==> config.mk <==
export PLATFORM = sky130hd
export DESIGN_NAME = atten_serial_master
export DESIGN_NICKNAME = d
export VERILOG_FILES = /design/src/rtl/atten_ser_pkg.sv /design/src/rtl/atten_frame_build.sv /design/src/rtl/atten_bit_shifter.sv /design/src/rtl/atten_latch_pulse.sv /design/src/rtl/atten_gap_timer.sv /design/src/rtl/atten_serial_master.sv
export SDC_FILE = /design/constraint.sdc
export NUM_CORES = 1
export LEC_CHECK = 0
export BUFFER_PORTS_ARGS = -buffer_cell sky130_fd_sc_hd__buf_2
export CAP_MARGIN = 30
export CORE_MARGIN = 8
export CORE_UTILIZATION = 50
export DETAILED_ROUTE_END_ITERATION = 8
export PLACE_DENSITY = 0.69
export SETUP_SLACK_MARGIN = 0.02
export SYNTH_ARGS = -nofsm -noshare
export SYNTH_HDL_FRONTEND = slang
export SYNTH_SLANG_ARGS = --single-unit
==> constraint.sdc <==
create_clock -name clk -period 2.2 [get_ports clk]
set_input_delay 0.11 -clock clk [delete_from_list [all_inputs] [get_ports clk]]
set_output_delay 0.11 -clock clk [all_outputs]
set_load 0.005 [all_outputs]
==> src/rtl/atten_ser_pkg.sv <==
package atten_ser_pkg;
  localparam int FRAME_W  = 16;
  localparam int CODE_W   = 7;
  localparam int ADDR_W   = 3;
  localparam int CODE_MAX = (1 << CODE_W) - 1;

  typedef enum logic [1:0] {SEQ_IDLE, SEQ_SHIFT, SEQ_LATCH} seq_state_e;
  typedef enum logic [1:0] {LP_IDLE, LP_SETUP, LP_HIGH} lp_state_e;

  // Saturate a quarter-dB request to the largest code the attenuator knows.
  function automatic logic [CODE_W-1:0] clamp_code(input logic [15:0] qdb);
    if (qdb > 16'(CODE_MAX)) return CODE_W'(CODE_MAX);
    return qdb[CODE_W-1:0];
  endfunction

  // Low byte: code with its top bit forced to 0. High byte: address, upper bits zero.
  function automatic logic [FRAME_W-1:0] build_frame(input logic [CODE_W-1:0] code,
                                                     input logic [ADDR_W-1:0] addr);
    return {5'b0, addr, 1'b0, code};
  endfunction
endpackage

==> src/rtl/atten_frame_build.sv <==
module atten_frame_build
  import atten_ser_pkg::*;
#(
  parameter int QDB_W = 8
) (
  input  logic [QDB_W-1:0]  qdb_i,
  input  logic [ADDR_W-1:0] addr_i,
  output logic [FRAME_W-1:0] frame_o
);
  logic [15:0]       qdb_ext;
  logic [CODE_W-1:0] code;

  assign qdb_ext = 16'(qdb_i);
  assign code    = clamp_code(qdb_ext);
  assign frame_o = build_frame(code, addr_i);
endmodule

==> src/rtl/atten_bit_shifter.sv <==
module atten_bit_shifter
  import atten_ser_pkg::*;
#(
  parameter int HALF_CYC = 13
) (
  input  logic               clk,
  input  logic               rst_n,
  input  logic               start_i,
  input  logic [FRAME_W-1:0] frame_i,
  output logic               sclk_o,
  output logic               sdata_o,
  output logic               done_o
);
  localparam int PH_W  = (HALF_CYC > 1) ? $clog2(HALF_CYC) : 1;
  localparam int BIT_W = $clog2(FRAME_W);

  logic               active_q;
  logic               sclk_q;
  logic               done_q;
  logic [PH_W-1:0]    ph_q;
  logic [BIT_W-1:0]   bit_q;
  logic [FRAME_W-1:0] sreg_q;
  logic               ph_end;
  logic               last_bit;

  assign ph_end   = (ph_q == PH_W'(HALF_CYC - 1));
  assign last_bit = (bit_q == BIT_W'(FRAME_W - 1));

  always_ff @(posedge clk) begin
    if (!rst_n) begin
      active_q <= 1'b0;
      sclk_q   <= 1'b0;
      done_q   <= 1'b0;
      ph_q     <= '0;
      bit_q    <= '0;
      sreg_q   <= '0;
    end else begin
      done_q <= 1'b0;
      if (start_i) begin
        active_q <= 1'b1;
        sreg_q   <= frame_i;
        ph_q     <= '0;
        bit_q    <= '0;
        sclk_q   <= 1'b0;
      end else if (active_q) begin
        if (!ph_end) begin
          ph_q <= ph_q + 1'b1;
        end else begin
          ph_q <= '0;
          if (!sclk_q) begin
            sclk_q <= 1'b1;
          end else begin
            sclk_q <= 1'b0;
            if (last_bit) begin
              active_q <= 1'b0;
              sreg_q   <= '0;
              done_q   <= 1'b1;
            end else begin
              bit_q  <= bit_q + 1'b1;
              sreg_q <= sreg_q >> 1;
            end
          end
        end
      end
    end
  end

  assign sclk_o  = sclk_q;
  assign sdata_o = sreg_q[0];
  assign done_o  = done_q;
endmodule

==> src/rtl/atten_latch_pulse.sv <==
module atten_latch_pulse
  import atten_ser_pkg::*;
#(
  parameter int LE_SU_CYC = 3,
  parameter int LE_PW_CYC = 8
) (
  input  logic clk,
  input  logic rst_n,
  input  logic start_i,
  output logic le_o,
  output logic rise_evt_o,
  output logic fall_evt_o
);
  localparam int MAXC = (LE_SU_CYC > LE_PW_CYC) ? LE_SU_CYC : LE_PW_CYC;
  localparam int CW   = (MAXC > 1) ? $clog2(MAXC) : 1;

  lp_state_e       st_q;
  logic [CW-1:0]   cnt_q;
  logic            le_q;

  assign rise_evt_o = (st_q == LP_SETUP) && (cnt_q == CW'(LE_SU_CYC - 1));
  assign fall_evt_o = (st_q == LP_HIGH)  && (cnt_q == CW'(LE_PW_CYC - 1));

  always_ff @(posedge clk) begin
    if (!rst_n) begin
      st_q  <= LP_IDLE;
      cnt_q <= '0;
      le_q  <= 1'b0;
    end else begin
      case (st_q)
        LP_IDLE: begin
          if (start_i) begin
            st_q  <= LP_SETUP;
            cnt_q <= '0;
          end
        end
        LP_SETUP: begin
          if (rise_evt_o) begin
            st_q  <= LP_HIGH;
            cnt_q <= '0;
            le_q  <= 1'b1;
          end else begin
            cnt_q <= cnt_q + 1'b1;
          end
        end
        LP_HIGH: begin
          if (fall_evt_o) begin
            st_q  <= LP_IDLE;
            cnt_q <= '0;
            le_q  <= 1'b0;
          end else begin
            cnt_q <= cnt_q + 1'b1;
          end
        end
        default: st_q <= LP_IDLE;
      endcase
    end
  end

  assign le_o = le_q;
endmodule

==> src/rtl/atten_gap_timer.sv <==
module atten_gap_timer #(
  parameter int GAP_CYC = 10000
) (
  input  logic clk,
  input  logic rst_n,
  input  logic restart_i,
  output logic gap_ok_o
);
  localparam int GW = $clog2(GAP_CYC + 1);

  logic [GW-1:0] cnt_q;

  always_ff @(posedge clk) begin
    if (!rst_n) begin
      cnt_q <= GW'(GAP_CYC);
    end else if (restart_i) begin
      cnt_q <= '0;
    end else if (cnt_q != GW'(GAP_CYC)) begin
      cnt_q <= cnt_q + 1'b1;
    end
  end

  assign gap_ok_o = (cnt_q == GW'(GAP_CYC));
endmodule

==> src/rtl/atten_serial_master.sv <==
module atten_serial_master
  import atten_ser_pkg::*;
#(
  parameter int QDB_W     = 8,
  parameter int HALF_CYC  = 13,
  parameter int LE_SU_CYC = 3,
  parameter int LE_PW_CYC = 8,
  parameter int GAP_CYC   = 10000
) (
  input  logic             clk,
  input  logic             rst_n,
  input  logic             req_valid,
  output logic             req_ready,
  input  logic [QDB_W-1:0] req_qdb,
  input  logic [2:0]       req_addr,
  output logic             ser_clk,
  output logic             ser_data,
  output logic             ser_le,
  output logic             done
);
  seq_state_e         state_q;
  logic               done_q;
  logic [FRAME_W-1:0] frame;
  logic               accept;
  logic               shift_done;
  logic               le_rise_evt;
  logic               le_fall_evt;
  logic               gap_ok;

  assign req_ready = (state_q == SEQ_IDLE) && gap_ok;
  assign accept    = req_valid && req_ready;

  atten_frame_build #(.QDB_W(QDB_W)) frame_i (
    .qdb_i  (req_qdb),
    .addr_i (req_addr),
    .frame_o(frame)
  );

  atten_bit_shifter #(.HALF_CYC(HALF_CYC)) shifter_i (
    .clk    (clk),
    .rst_n  (rst_n),
    .start_i(accept),
    .frame_i(frame),
    .sclk_o (ser_clk),
    .sdata_o(ser_data),
    .done_o (shift_done)
  );

  atten_latch_pulse #(.LE_SU_CYC(LE_SU_CYC), .LE_PW_CYC(LE_PW_CYC)) latch_i (
    .clk       (clk),
    .rst_n     (rst_n),
    .start_i   (shift_done),
    .le_o      (ser_le),
    .rise_evt_o(le_rise_evt),
    .fall_evt_o(le_fall_evt)
  );

  atten_gap_timer #(.GAP_CYC(GAP_CYC)) gap_i (
    .clk      (clk),
    .rst_n    (rst_n),
    .restart_i(le_rise_evt),
    .gap_ok_o (gap_ok)
  );

  always_ff @(posedge clk) begin
    if (!rst_n) begin
      state_q <= SEQ_IDLE;
      done_q  <= 1'b0;
    end else begin
      done_q <= le_fall_evt;
      case (state_q)
        SEQ_IDLE:  if (accept)      state_q <= SEQ_SHIFT;
        SEQ_SHIFT: if (shift_done)  state_q <= SEQ_LATCH;
        SEQ_LATCH: if (le_fall_evt) state_q <= SEQ_IDLE;
        default:                    state_q <= SEQ_IDLE;
      endcase
    end
  end

  assign done = done_q;
endmodule

==> impl_metrics.tcl <==
set metrics [dict create \
    run_status "complete, no violations" \
    synth_commonest_cells "45 x sky130_fd_sc_hd__dfxtp_1, 23 x sky130_fd_sc_hd__o21ai_0, 20 x sky130_fd_sc_hd__nor2_1" \
    synth_top_cells_by_area "sky130_fd_sc_hd__dfxtp_1 40%, sky130_fd_sc_hd__ha_1 7.2%, sky130_fd_sc_hd__o21ai_0 5.1%, sky130_fd_sc_hd__xnor2_1 4.6%, sky130_fd_sc_hd__nor2_1 3.3%" \
    io_pins 19 \
    drt-pass1-iter-count 4 \
    post-route-drc-count 0 \
    grt_pass1_wl_um 7820 \
    slew_headroom 0.611 \
    hp-start "req_qdb[1]" \
    clk-insertion-delay-late_ns 0.30 \
    holdPathEnd "shifter_i.sreg_q[1]$_SDFFE_PN0P_" \
    port_buffers 18 \
    numClockSinks 45 \
    dpl_cell_area_um2 2390 \
    critical_path.cell_chain "inv_1, ha_1, nor3b_1, nand4b_2, buf_4, nor3_1, buf_2" \
    critPathCaptureType "output pin" \
    rrSetupSlack_ns 0.39 \
    post-cts-setup-buffers 0 \
    floorplan.die_area_um2 6930 \
    fp-row-count 24 \
    crit_path_top_delay_cell "sky130_fd_sc_hd__dfxtp_1" \
    fmaxAchievable_ghz 0.531 \
    gr-usage-all-layers 0.133 \
    ant_nets 0 \
    max_cap_violations 0 \
    syn_avg_cell_area_um2 8.80 \
    rr_endpoint "shifter_i.done_o$_SDFF_PP0_" \
    routed-via-count 1885 \
    synth_async_sr_flop_share 0 \
    cts-buffers-inserted 5 \
    setup_viol_count_final 0 \
    cp_launch_type "register" \
    tritoncts "done" \
    worst_ep_arrival_time_ns 1.77 \
    die_y_um 83.2 \
    clock_tree.htree_level_count 2 \
    synthesis.nets 284 \
    clock-root-buffer "sky130_fd_sc_hd__clkbuf_8" \
    syn-cell-area_um2 2260 \
    grt_setup_unrepaired "false" \
    period_minus_slack_ns 1.88 \
    synth_instances 257 \
    hold_path_cell_cnt 2 \
    synthFlopType "sky130_fd_sc_hd__dfxtp_1" \
    synth_top_area_share 0.398 \
    syn_to_final_growth_pct 10.2 \
    reg2reg_from "gap_i.cnt_q[0]$_SDFFE_PP0N_" \
    timing.critical_path.required_ns 2.09 \
    post_cts_resize_count 0 \
    p_leak_nw 0.927 \
    core_region_area_um2 4350 \
    gp_congestion 0.777 \
    synth.ff_latch_count 45 \
    antenna_found_initial 0 \
    min-delay-path-class "in -> reg" \
    worst_r2r_path_depth 8 \
    timing.critical_path.fanout_max 15 \
    yosysUniqueCellTypes 40 \
    antenna-diode-count 0 \
    routed_via_density 5.80 \
    slowest_delay_ns 0.36 \
    fin_skew_ns 0.0116 \
    power.density_nw_per_um2 749 \
    via_count_of_the_first_global_routing_pass 1768 \
    globalRouteOverflowTotal 0 \
    cts.reportedPaths.clkPinSlew_ns 0.09 \
    synth_top_cell_by_area "sky130_fd_sc_hd__dfxtp_1" \
    post_route_cells_drive_above_1_share 0.121 \
    period_utilization 0.856 \
    largest_net_degree_at_the_start_of_global_routing 29 \
    synth.most_common_cell "sky130_fd_sc_hd__dfxtp_1" \
    timing_max_transition_violations_final 0 \
    ys.warnings.count 0 \
    final_cell_area_um2 2490 \
    place_hpwl_um 3320 \
    fp.dieW_um 83.2 \
    crit_path_start "gap_i.cnt_q[0]$_SDFFE_PP0N_" \
    routedWlPerCell_um 14.4 \
    routed_wirelength_um 4670 \
    timing_worst_setup_path_type "reg -> out" \
    synth-edff-count 0 \
    timing_worst_slew_pin_value_ns 0.577 \
    nets 300 \
    start_util 0.519 \
    postCtsHoldBufs 0 \
    detail_route.iter0.violations 116 \
    synth-seq-area-share 0.398 \
    setup_total_negative_slack_ns 0 \
    finalHoldViolations 0 \
    clockBufferDepth 2 \
    worst_ir_drop_vdd_mv 0.404 \
]
state kept, by name, indices dropped and copies added, names as in the netlist:
signal,cells
shifter_i.sclk_o,1
latch_i.st_q,2
shifter_i.done_o,1
shifter_i.sreg_q,11
latch_i.cnt_q,3
shifter_i.ph_q,4
shifter_i.active_q,1
latch_i.le_o,1
gap_i.cnt_q,14
shifter_i.bit_q,4
state_q,2
done,1
metrics by stage:
stage | std cells | power [mW] | hold slack, ns | utilization | setup slack (ns)
after CTS | 325 | 1.89 | 0.0450 | 0.572 | 0.285
after global placement | 318 | 1.27 | 0.361 | 0.548 | 0.449
after floorplan | 257 | 1.19 | 0.258 | - | 0.493
after detailed placement | 318 | 1.28 | 0.364 | 0.548 | 0.418
after global routing | 325 | 1.96 | 0.0508 | 0.572 | 0.108
final | 325 | 1.87 | 0.0503 | 0.572 | 0.317
critical path, delay by kind of cell (launching register included):
family        cells  cell delay, ns
flops             1            0.36
buf+inv           3            0.43
fa+ha+maj         1            0.13
simple gates      3            0.55
where the power goes:
part | total [mW] | internal, mW | switching [mW] | leakage [nW]
clock network | 0.604 | 0.330 | 0.274 | 0.0540
registers | 0.917 | 0.872 | 0.0447 | 0.366
logic | 0.345 | 0.158 | 0.186 | 0.507
metal layers:
metal	track usage	vias to the layer above	part of all wire	routed length (um)
met3	0.0400	10	0.044	207
met1	0.150	883	0.45	2110
met5	0	-	0	0
li1	-	956	-	-
met2	0.224	36	0.49	2260
met4	0.0575	0	0.018	83
worst max path at each step:
stage,end,cells after the start
floorplan,shifter_i.sreg_q[1]$_SDFFE_PN0P_,7
global placement,shifter_i.bit_q[1]$_SDFFE_PP0P_,6
detailed placement,shifter_i.done_o$_SDFF_PP0_,8
CTS,req_ready,7
global route,req_ready,7
finish,req_ready,7
cells by family after synthesis:
family / count (synthesis) / share of synthesized area
buf+inv: 24 / 0.0443
xor+xnor: 15 / 0.0581
fa+ha+maj: 13 / 0.0719
simple gates: 96 / 0.232
compound gates: 59 / 0.173
flops: 45 / 0.398
mux: 5 / 0.0221
cell type report:
cell class	count	area, um2
multi-input cells	188	1260
inverters	11	41.3
clock buffers	5	68.8
flip-flops and latches	45	901
repair buffers	22	120
fillers	428	1860
well taps	52	65.1
clock inverters	2	35.0
placed cells by master, fill, tap and decap left out, types with 2 or more instances in the layout:
cell type	count
sky130_fd_sc_hd__a21boi_0	8
sky130_fd_sc_hd__nand3b_1	4
sky130_fd_sc_hd__nor2b_1	2
sky130_fd_sc_hd__nor3_1	5
sky130_fd_sc_hd__xor2_1	3
sky130_fd_sc_hd__ha_1	13
sky130_fd_sc_hd__o211a_1	2
sky130_fd_sc_hd__nand2b_1	3
sky130_fd_sc_hd__buf_4	4
sky130_fd_sc_hd__nor2_1	20
sky130_fd_sc_hd__dfxtp_1	45
sky130_fd_sc_hd__mux2i_1	5
sky130_fd_sc_hd__nand2_1	18
sky130_fd_sc_hd__inv_1	11
sky130_fd_sc_hd__and3_1	3
sky130_fd_sc_hd__nor4_1	6
sky130_fd_sc_hd__a21oi_1	7
sky130_fd_sc_hd__nand4_1	9
sky130_fd_sc_hd__o211ai_1	7
sky130_fd_sc_hd__clkbuf_8	5
sky130_fd_sc_hd__buf_2	18
sky130_fd_sc_hd__xnor2_1	12
sky130_fd_sc_hd__nand3_1	14
sky130_fd_sc_hd__o311a_1	7
sky130_fd_sc_hd__o21ai_0	23
sky130_fd_sc_hd__o221ai_1	3
No activity file was read; power rests on OpenSTA's default activity.
